<file path="src/rtl/mbox_pkg.sv">
package mbox_pkg;
    // Status register field positions (count sits in the low bits)
    localparam int unsigned STAT_FULL_BIT = 8;
    localparam int unsigned STAT_OVF_BIT  = 9;
    localparam int unsigned STAT_TX_BIT   = 10;

    typedef enum logic {
        ROLE_RX = 1'b0,
        ROLE_TX = 1'b1
    } role_e;

    // Address map: messages, then status, then direction/enable/pending
    function automatic int unsigned addr_width(int unsigned nch);
        return $clog2(2 * nch + 3);
    endfunction
endpackage

</file>
<file path="src/rtl/mbox_fifo.sv">
module mbox_fifo #(
    parameter int DEPTH = 4,
    parameter int DW    = 32,
    parameter int PW    = (DEPTH > 1) ? $clog2(DEPTH) : 1,
    parameter int CW    = $clog2(DEPTH + 1)
) (
    input  logic          clk,
    input  logic          rst,
    input  logic          push,
    input  logic          pop,
    input  logic          flush,
    input  logic [DW-1:0] wdata,
    output logic [DW-1:0] head,
    output logic [CW-1:0] count,
    output logic          full,
    output logic          drop
);
    typedef struct packed {
        logic [DEPTH-1:0][DW-1:0] mem;
        logic [PW-1:0]            rp;
        logic [PW-1:0]            wp;
        logic [CW-1:0]            cnt;
    } fifo_state_t;

    fifo_state_t s_d, s_q;
    logic        do_push, do_pop;

    function automatic logic [PW-1:0] ptr_next(logic [PW-1:0] p);
        return (p == PW'(DEPTH - 1)) ? '0 : p + PW'(1);
    endfunction

    assign full    = (s_q.cnt == CW'(DEPTH));
    assign do_push = push && !full;
    assign do_pop  = pop && (s_q.cnt != '0);
    assign drop    = push && full;
    assign head    = s_q.mem[s_q.rp];
    assign count   = s_q.cnt;

    always_comb begin
        s_d = s_q;
        if (do_push) begin
            s_d.mem[s_q.wp] = wdata;
            s_d.wp          = ptr_next(s_q.wp);
        end
        if (do_pop) begin
            s_d.rp = ptr_next(s_q.rp);
        end
        s_d.cnt = s_q.cnt + CW'(do_push) - CW'(do_pop);
        if (flush) begin
            s_d.rp  = '0;
            s_d.wp  = '0;
            s_d.cnt = '0;
        end
    end

    always_ff @(posedge clk) begin
        if (rst) s_q <= '0;
        else     s_q <= s_d;
    end
endmodule

</file>
<file path="src/rtl/mbox_port_dec.sv">
module mbox_port_dec
    import mbox_pkg::*;
#(
    parameter int NCH   = 8,
    parameter int DEPTH = 4,
    parameter int DW    = 32,
    parameter int AW    = 5,
    parameter bit UID   = 1'b0,
    parameter int CW    = $clog2(DEPTH + 1)
) (
    input  logic [AW-1:0]           addr,
    input  logic                    we,
    input  logic                    re,
    input  logic                    clr_bit,
    input  logic [NCH-1:0]          dir,
    input  logic [NCH-1:0][DW-1:0]  head,
    input  logic [NCH-1:0][CW-1:0]  cnt,
    input  logic [NCH-1:0]          ovf,
    input  logic [NCH-1:0]          ien,
    output logic [NCH-1:0]          push,
    output logic [NCH-1:0]          pop,
    output logic [NCH-1:0]          ovf_clr,
    output logic                    dir_we,
    output logic                    ien_we,
    output logic [NCH-1:0]          pend,
    output logic [DW-1:0]           rd_val
);
    localparam int A_DIR  = 2 * NCH;
    localparam int A_IEN  = 2 * NCH + 1;
    localparam int A_PEND = 2 * NCH + 2;

    role_e [NCH-1:0] role;

    always_comb begin
        for (int c = 0; c < NCH; c++) begin
            role[c] = (dir[c] == UID) ? ROLE_TX : ROLE_RX;
            pend[c] = (role[c] == ROLE_RX) && (cnt[c] != '0);
        end
    end

    assign dir_we = we && (int'(addr) == A_DIR);
    assign ien_we = we && (int'(addr) == A_IEN);

    always_comb begin
        push    = '0;
        pop     = '0;
        ovf_clr = '0;
        rd_val  = '0;
        for (int c = 0; c < NCH; c++) begin
            if (int'(addr) == c) begin
                push[c] = we && (role[c] == ROLE_TX);
                pop[c]  = re && (role[c] == ROLE_RX);
                if (role[c] == ROLE_RX && cnt[c] != '0) rd_val = head[c];
            end
            if (int'(addr) == NCH + c) begin
                ovf_clr[c]             = we && clr_bit && (role[c] == ROLE_TX);
                rd_val[CW-1:0]         = cnt[c];
                rd_val[STAT_FULL_BIT]  = (role[c] == ROLE_TX) && (cnt[c] == CW'(DEPTH));
                rd_val[STAT_OVF_BIT]   = (role[c] == ROLE_TX) && ovf[c];
                rd_val[STAT_TX_BIT]    = (role[c] == ROLE_TX);
            end
        end
        if (int'(addr) == A_DIR)  rd_val[NCH-1:0] = dir;
        if (int'(addr) == A_IEN)  rd_val[NCH-1:0] = ien;
        if (int'(addr) == A_PEND) rd_val[NCH-1:0] = pend;
    end
endmodule

</file>
<file path="src/rtl/mbox_ctrl.sv">
module mbox_ctrl
    import mbox_pkg::*;
#(
    parameter int NCH   = 8,
    parameter int DEPTH = 4,
    parameter int DW    = 32,
    parameter int AW    = int'(mbox_pkg::addr_width(NCH))
) (
    input  logic          clk,
    input  logic          rst,
    input  logic [AW-1:0] u0_addr,
    input  logic [DW-1:0] u0_wdata,
    input  logic          u0_we,
    input  logic          u0_re,
    output logic [DW-1:0] u0_rdata,
    output logic          u0_irq,
    input  logic [AW-1:0] u1_addr,
    input  logic [DW-1:0] u1_wdata,
    input  logic          u1_we,
    input  logic          u1_re,
    output logic [DW-1:0] u1_rdata,
    output logic          u1_irq
);
    localparam int CW = $clog2(DEPTH + 1);

    typedef struct packed {
        logic [NCH-1:0]         dir;
        logic [1:0][NCH-1:0]    ien;
        logic [NCH-1:0]         ovf;
        logic [1:0][DW-1:0]     rdata;
    } ctrl_state_t;

    ctrl_state_t s_d, s_q;

    logic [1:0][AW-1:0]       addr_a;
    logic [1:0][DW-1:0]       wdata_a;
    logic [1:0]               we_a, re_a;
    logic [1:0][NCH-1:0]      push_u, pop_u, clr_u, pend_u;
    logic [1:0]               dir_we_u, ien_we_u;
    logic [1:0][DW-1:0]       rd_val_u;
    logic [NCH-1:0][DW-1:0]   head;
    logic [NCH-1:0][CW-1:0]   cnt;
    logic [NCH-1:0]           full, drop, flush;
    logic [NCH-1:0]           dir_next;

    assign addr_a  = {u1_addr, u0_addr};
    assign wdata_a = {u1_wdata, u0_wdata};
    assign we_a    = {u1_we, u0_we};
    assign re_a    = {u1_re, u0_re};

    // User 0 wins a same-cycle direction write
    assign dir_next = dir_we_u[0] ? wdata_a[0][NCH-1:0] :
                      dir_we_u[1] ? wdata_a[1][NCH-1:0] : s_q.dir;
    assign flush    = dir_next ^ s_q.dir;

    for (genvar u = 0; u < 2; u++) begin : g_port
        mbox_port_dec #(
            .NCH(NCH), .DEPTH(DEPTH), .DW(DW), .AW(AW), .UID(u[0])
        ) u_dec (
            .addr    (addr_a[u]),
            .we      (we_a[u]),
            .re      (re_a[u]),
            .clr_bit (wdata_a[u][STAT_OVF_BIT]),
            .dir     (s_q.dir),
            .head    (head),
            .cnt     (cnt),
            .ovf     (s_q.ovf),
            .ien     (s_q.ien[u]),
            .push    (push_u[u]),
            .pop     (pop_u[u]),
            .ovf_clr (clr_u[u]),
            .dir_we  (dir_we_u[u]),
            .ien_we  (ien_we_u[u]),
            .pend    (pend_u[u]),
            .rd_val  (rd_val_u[u])
        );
    end

    for (genvar c = 0; c < NCH; c++) begin : g_chan
        mbox_fifo #(.DEPTH(DEPTH), .DW(DW)) u_fifo (
            .clk   (clk),
            .rst   (rst),
            .push  (push_u[0][c] | push_u[1][c]),
            .pop   (pop_u[0][c] | pop_u[1][c]),
            .flush (flush[c]),
            .wdata (s_q.dir[c] ? wdata_a[1] : wdata_a[0]),
            .head  (head[c]),
            .count (cnt[c]),
            .full  (full[c]),
            .drop  (drop[c])
        );
    end

    always_comb begin
        s_d     = s_q;
        s_d.dir = dir_next;
        for (int u = 0; u < 2; u++) begin
            if (ien_we_u[u]) s_d.ien[u]   = wdata_a[u][NCH-1:0];
            if (re_a[u])     s_d.rdata[u] = rd_val_u[u];
        end
        for (int c = 0; c < NCH; c++) begin
            if (clr_u[0][c] || clr_u[1][c]) s_d.ovf[c] = 1'b0;
            if (drop[c] && full[c])         s_d.ovf[c] = 1'b1;
            if (flush[c])                   s_d.ovf[c] = 1'b0;
        end
    end

    always_ff @(posedge clk) begin
        if (rst) s_q <= '0;
        else     s_q <= s_d;
    end

    assign u0_rdata = s_q.rdata[0];
    assign u1_rdata = s_q.rdata[1];
    assign u0_irq   = |(pend_u[0] & s_q.ien[0]);
    assign u1_irq   = |(pend_u[1] & s_q.ien[1]);
endmodule

</file>
<file path="config.mk">
export PLATFORM = sky130hd
export DESIGN_NAME = mbox_ctrl
export DESIGN_NICKNAME = d
export VERILOG_FILES = /design/src/rtl/mbox_pkg.sv /design/src/rtl/mbox_fifo.sv /design/src/rtl/mbox_port_dec.sv /design/src/rtl/mbox_ctrl.sv
export SDC_FILE = /design/constraint.sdc
export NUM_CORES = 2
export LEC_CHECK = 0
export BUFFER_PORTS_ARGS = -buffer_cell sky130_fd_sc_hd__buf_2
export CAP_MARGIN = 20
export CELL_PAD_IN_SITES_DETAIL_PLACEMENT = 0
export CELL_PAD_IN_SITES_GLOBAL_PLACEMENT = 1
export CORE_AREA = 2 2 473 475
export DETAILED_ROUTE_END_ITERATION = 10
export DIE_AREA = 0 0 475 477
export PLACE_DENSITY = 0.52
export SYNTH_ARGS = -nofsm -noshare
export SYNTH_HDL_FRONTEND = slang
export SYNTH_SLANG_ARGS = --single-unit
</file>
<file path="constraint.sdc">
create_clock -name clk -period 3.91 [get_ports clk]
set_input_delay 0.1955 -clock clk [delete_from_list [all_inputs] [get_ports clk]]
set_output_delay 0.1955 -clock clk [all_outputs]
set_load 0.01 [all_outputs]
</file>
## After elaboration in Yosys (flattened, before gate mapping)

Cells that the tools add are included.
Widths: inputs -> output; s select.

- Register bits: 1176
- Output and inout port bits: 66

- Add/subtract/negate cells: 32
- $lt $le $gt $ge: 24
- Equal/unequal tests: 60
- Muxes and demuxes: 216
- Bitwise operators: 27
- Reductions and logical operators: 186

Operators with widths:

| cell | count |
|---|---|
| $mux 32 | 56 |
| $bwmux 128 | 8 |
| $bmux 32 s2 | 8 |
| $demux 32 s2 | 8 |
| $logic_and 1x1->1 | 142 |
| $eq 5x5->1 const B | 22 |
| $mux 3 | 32 |
| $mux 1 | 80 |
| $mux 8 | 8 |
| $lt 2x3->1 const B | 16 |
| $eq 5x4->1 const B | 8 |
| $add 2x1->2 const B | 16 |
| $eq 2x2->1 const B | 16 |
| $mux 2 | 16 |
| $add 3x1->3 | 8 |
| $eq 3x3->1 const B | 8 |
| $reduce_bool 3->1 | 8 |
| $sub 3x1->3 | 8 |
| $eq 5x3->1 const B | 4 |
| $and 8x8->8 | 2 |
| $ge 2x1->1 const B | 8 |
| $or 1x1->1 | 16 |
| $reduce_bool 2->1 | 8 |
| $reduce_or 2->1 | 8 |
| 7 further kinds | 31 |

## Longest topological paths before layout

- Depth in word-level cells: 30
- Mapped depth: 16

## Hierarchy

From an unflattened synthesis, not the netlist that was laid out.

- Cells, all modules: 6008
- Area total of the unflattened synthesis: 63554.7 µm²

Modules (own cells, without submodules):

| module | times used | cells each | area each (µm²) | sequential area each (µm²) |
|---|---|---|---|---|
| mbox_fifo | 8 | 545 | 6288.5 | 2702.6 |
| mbox_ctrl | 1 | 757 | 7509.7 | 1921.8 |
| mbox_port_dec (g_port[0].u_dec) | 1 | 450 | 2897.8 | 0.0 |
| mbox_port_dec (g_port[1].u_dec) | 1 | 441 | 2839.0 | 0.0 |

## Worst setup path after synthesis

OpenSTA, ideal clock, no wires.

- Kind: in2reg
- Start point: input u0_addr[4]
- End point: register g_chan[7].u_fifo.s_q (netlist bit g_chan[7].u_fifo.count[2])
- Setup time: 120 ps
- Data arrival time: 2897 ps
- Required time: 3790 ps
- Setup slack: 892 ps
- Stages: 16
- Cell sequence: clkbuf_1 and3b_1 clkbuf_1 and3_1 buf_2 buf_1 a22oi_1 inv_1 ha_1 inv_1 ha_1 inv_1 fa_1 xor2_1 xnor2_1 nor2_1

RTL lines:

| what | RTL line | RTL |
|---|---|---|
| start, declared | mbox_ctrl.sv:11 | `input logic [AW-1:0] u0_addr,` |
| $eq 5x4->1 | mbox_port_dec.sv:50 | `if (int'(addr) == c) begin` |
| $mux 1 | mbox_port_dec.sv:50 |  |
| $or 1x1->1 | mbox_ctrl.sv:84 | `.pop (pop_u[0][c] \| pop_u[1][c]),` |
| $logic_and 1x1->1 | mbox_fifo.sv:34 | `assign do_pop = pop && (s_q.cnt != '0);` |
| named net g_chan[7].u_fifo.do_pop | mbox_fifo.sv:26 | `logic do_push, do_pop;` |
| $sub 3x1->3 | mbox_fifo.sv:48 | `s_d.cnt = s_q.cnt + CW'(do_push) - CW'(do_pop);` |
| end signal, assigned | mbox_fifo.sv:57 | `if (rst) s_q <= '0;` |
| end signal, assigned | mbox_fifo.sv:58 | `else s_q <= s_d;` |
| end, declared | mbox_fifo.sv:25 | `fifo_state_t s_d, s_q;` |

The timed path passes the listed nets, and every way through them passes these cells.
A chain may end at the register's enable or synchronous reset.

## Worst setup path after layout

- Start point: register s_q[94] (netlist bit)
- End point: output u1_irq

- Cells in the longest elaborated chain, start to end: 5

RTL lines:

| what | RTL line | RTL |
|---|---|---|
| start, declared | mbox_ctrl.sv:33 | `ctrl_state_t s_d, s_q;` |
| start signal, assigned | mbox_ctrl.sv:109 | `if (rst) s_q <= '0;` |
| start signal, assigned | mbox_ctrl.sv:110 | `else s_q <= s_d;` |
| $mux 1 | mbox_port_dec.sv:36 | `role[c] = (dir[c] == UID) ? ROLE_TX : ROLE_RX;` |
| $not 1->1 | mbox_port_dec.sv:37 | `pend[c] = (role[c] == ROLE_RX) && (cnt[c] != '0);` |
| $logic_and 1x1->1 | mbox_port_dec.sv:37 |  |
| $and 8x8->8 | mbox_ctrl.sv:116 | `assign u1_irq = \|(pend_u[1] & s_q.ien[1]);` |
| $reduce_or 8->1 | mbox_ctrl.sv:116 |  |
| end, declared | mbox_ctrl.sv:22 | `output logic u1_irq` |

Every way passes these cells.

==> flow_summary.yaml <==
clocking:
  cts_resized: 0
  clk_pin_slew_worst_paths_ns: 0.06
  clkSinkCount: 1176
  cts_buffer_depth: 3
  cts_tree: "yes"
  cts-root-buf: "clkbuf_16"
  worstSkewPairLatency_ns: 0.81
  cts-htree-levels: 4
  cts_inserted_buffers: 140
place:
  globalplace.congestion: 0.9232
  dp_hpwl_mm: 162.3
  place_inst: 8418
  io_buffers: 145
setup_path:
  crit_chain: "buf_4 -> buf_4 -> nor2_1 -> a22oi_1 -> nand3_1 -> buf_2"
  cp_max_fo: 24
  worst_setup_path_end_kind: "output pin"
  slowest_stage: "buf_4"
  path_buf_inv: 3
  arrival_ns: 3.36
  slowest_delay_ns: 0.59
  critPathRequiredTime_ns: 3.71
  critPathKind: "flop to output pin"
  cp_top_family: "buffers and inverters"
  start_kind: "flop"
  cpMostUsedCell: "buf_4"
final_layout:
  layout.nets: 5765
  postLayoutCoreUtil_pct: 28.95
  area_growth_syn_to_layout_pct: 16.08
  final_cells: 8716
  drive_gt1_share_pct: 15.48
floorplanning:
  initial_core_util_pct: 24.94
  dieWidth_um: 475
  die_y_um: 477
  row_count: 173
  die_area_sq_mm: 0.2266
  pin_count: 146
  core_sq_mm: 0.2214
drt:
  detail_route.wirelength_mm: 245.2
  postRouteAntennaNets: 0
  firstDrtPassIters: 6
  drc: 0
  drtIter0Drc: 4207
  wl_per_cell_um: 28.13
  vias_per_cell: 5.329
  vias: 46440
timing:
  min_period_ns: 3.555
  setup_violations: 0
  period_share_pct: 90.93
  whs_ns: 0.01881
  worstMarginPinSlew_ns: 1.051
  slew_viol_final: 0
  max_freq_ghz: 0.2813
  finalHoldViolCount: 0
  grt_setup_unrepaired: "false"
  slew_headroom_pct: 29.94
  finalClockSkew_ns: 0.03861
  tns_ns: 0
yosys:
  ys_types: 81
  syn-num-nets: 5898
  syn_inst: 5754
  syn-cell-area_sq_mm: 0.05522
  avgSynthCellArea_sq_um: 9.596
  ys_async_sr_fraction_pct: 0
  yosysSeqAreaShare_pct: 42.64
  ys_seq_elements: 1176
  yosys_most_used_dff: "dfxtp_1"
  synth-edff-count: 0
  yosysWarnings: 0
power:
  powerDensity_mw_per_mm2: 428.3
  power_uw: 27450
  peakVddDrop_uv: 368.6
  leakagePower_uw: 0.01969
job:
  drv_cap: 0
global_routing:
  grt_pass1_wl_mm: 346.5
  antenna_found_initial: 23
  grt_pass1_vias: 44420
  grt-ovfl-total: 0
  globalRouteTotalUtil_pct: 21.18
  grt_max_degree: 211
outcome:
  status: "completed"
min_path:
  hold_path_class: "input port to flop"
-- worst paths after layout --
| path | to | slack, ns | cells after the start | start |
|---|---|---|---|---|
| setup reg to reg | g_chan[3].u_fifo.count[2] | 0.72 | 12 | g_chan[3].u_fifo.count[1] |
| hold reg to reg | u1_rdata[22] | 0.46 | 2 | u1_rdata[22] |
| hold / removal | s_q[94] | 0.02 | 3 | u0_wdata[6] |
| setup / recovery | u1_irq | 0.35 | 6 | s_q[94] |
-- tightest hold or removal path, stage by stage --
cell and delay, ns:
buf_2 0.30, nor2_1 0.18, a311oi_1 0.07
-- cell usage after synthesis (7+ instances only) --
library cell | n | area [sq um]
nor2_1 | 1217 | 4568
dfxtp_1 | 1176 | 23540
a211oi_1 | 1036 | 7777
clkbuf_1 | 319 | 1197
mux2i_1 | 287 | 2873
mux4_2 | 259 | 5833
nand2_1 | 177 | 664.4
buf_2 | 155 | 775.7
a22oi_1 | 144 | 1081
buf_1 | 89 | 334.1
inv_1 | 87 | 326.6
a21oi_1 | 82 | 410.4
ha_1 | 56 | 700.7
buf_4 | 55 | 412.9
nand3_1 | 55 | 275.3
nor3_1 | 51 | 255.2
a221oi_1 | 44 | 385.4
a311oi_1 | 38 | 332.8
o21ai_0 | 35 | 175.2
and3_1 | 26 | 162.7
o221ai_1 | 26 | 227.7
o22ai_1 | 20 | 125.1
nand2b_1 | 18 | 112.6
nand4_1 | 18 | 112.6
nor2b_1 | 16 | 100.1
a21o_1 | 12 | 90.09
a221o_1 | 12 | 120.1
a22o_1 | 12 | 105.1
nor2_8 | 12 | 240.2
nor4_1 | 12 | 75.07
o211ai_1 | 12 | 90.09
o31ai_1 | 11 | 82.58
a32o_1 | 10 | 100.1
a32oi_1 | 10 | 87.58
and2_1 | 10 | 62.56
nor3b_1 | 10 | 75.07
xnor2_1 | 10 | 87.58
o31a_1 | 9 | 78.83
fa_1 | 8 | 160.2
or3_1 | 7 | 43.79
xor2_1 | 7 | 61.31
-- layout by cell type, fill, tap and decap left out, types with 11 or more instances in the layout --
cell and count:
nor2_1 1217, dfxtp_1 1152, a211oi_1 1036, mux2i_1 287
mux4_2 259, nand2_1 177, a22oi_1 144, clkbuf_16 144
buf_2 142, buf_4 127, inv_1 87, a21oi_1 82
ha_1 56, nand3_1 55, nor3_1 49, a221oi_1 44
a311oi_1 38, buf_12 37, dlygate4sd3_1 36, o21ai_0 35
clkbuf_8 28, o221ai_1 26, clkbuf_1 25, clkinv_2 23
o22ai_1 20, nand4_1 18, nand2b_1 18, nor2b_1 16
bufinv_16 15, dfxtp_4 15, nor2_8 12, a221o_1 12
a21o_1 12, o211ai_1 12, a22o_1 12, diode_2 11
o31ai_1 11
-- metrics by stage --
stage | area [sq um] | setup slack, ns
finish | 64100 | 0.3547
floorplan | 55220 | 0.8922
detailed placement | 58860 | 0.7466
global route | 64080 | 0.3245
CTS | 64070 | 0.3202
global placement | 58860 | 0.7246
-- layer usage --
layer,vias up,track usage [%],wire (um)
met4,12,7.807,9534
li1,21220,-,-
met1,23050,29.15,110400
met5,-,0,72
met2,1702,33.36,111100
met3,453,3.182,14120
-- sequential cells by signal, summed over array words and instances, names as in the netlist --
signal and count:
g_chan.u_fifo.count 24, g_chan.u_fifo.s_q 1056, s_q 32, u0_rdata 32
u1_rdata 32
-- kinds of logic (layout without fill, tap and decap cells) --
family	Yosys count	count (layout)	share of synthesized area (%)
and+or+nand+nor	1683	1683	13.07
AOI/OAI and AO/OA	1562	1562	21.17
DFF	1176	1176	42.64
buffers and inverters	706	682	5.524
muxes	546	546	15.77
adders and majority gates	64	64	1.559
xor gates and xnor gates	17	17	0.2696
other	0	11	0
-- repair_timing --
item	in CTS	in global routing
hold buffers	36	0
buffers inserted	0	0
endpoints found under the hold margin	141	0
-- final cells by class --
cell class                      count  area (sq um)
Timing Repair Buffer              343          2780
Antenna cell                       11         27.53
Sequential cell                  1176         23610
Fill cell                       23180        157300
Multi-Input combinational cell   3872         28770
Clock buffer                      197          4083
Tap cell                         2975          3722
Inverter                           88         330.3
Clock inverter                     54         769.5
-- where the power goes --
part	switching, uW	internal (uW)	leakage, uW
logic	1050	355	0.00779
clock network	5610	8300	0.00240
registers	83.1	12000	0.00950
total	6750	20700	0.0197
(Power assumes the default switching activity.)
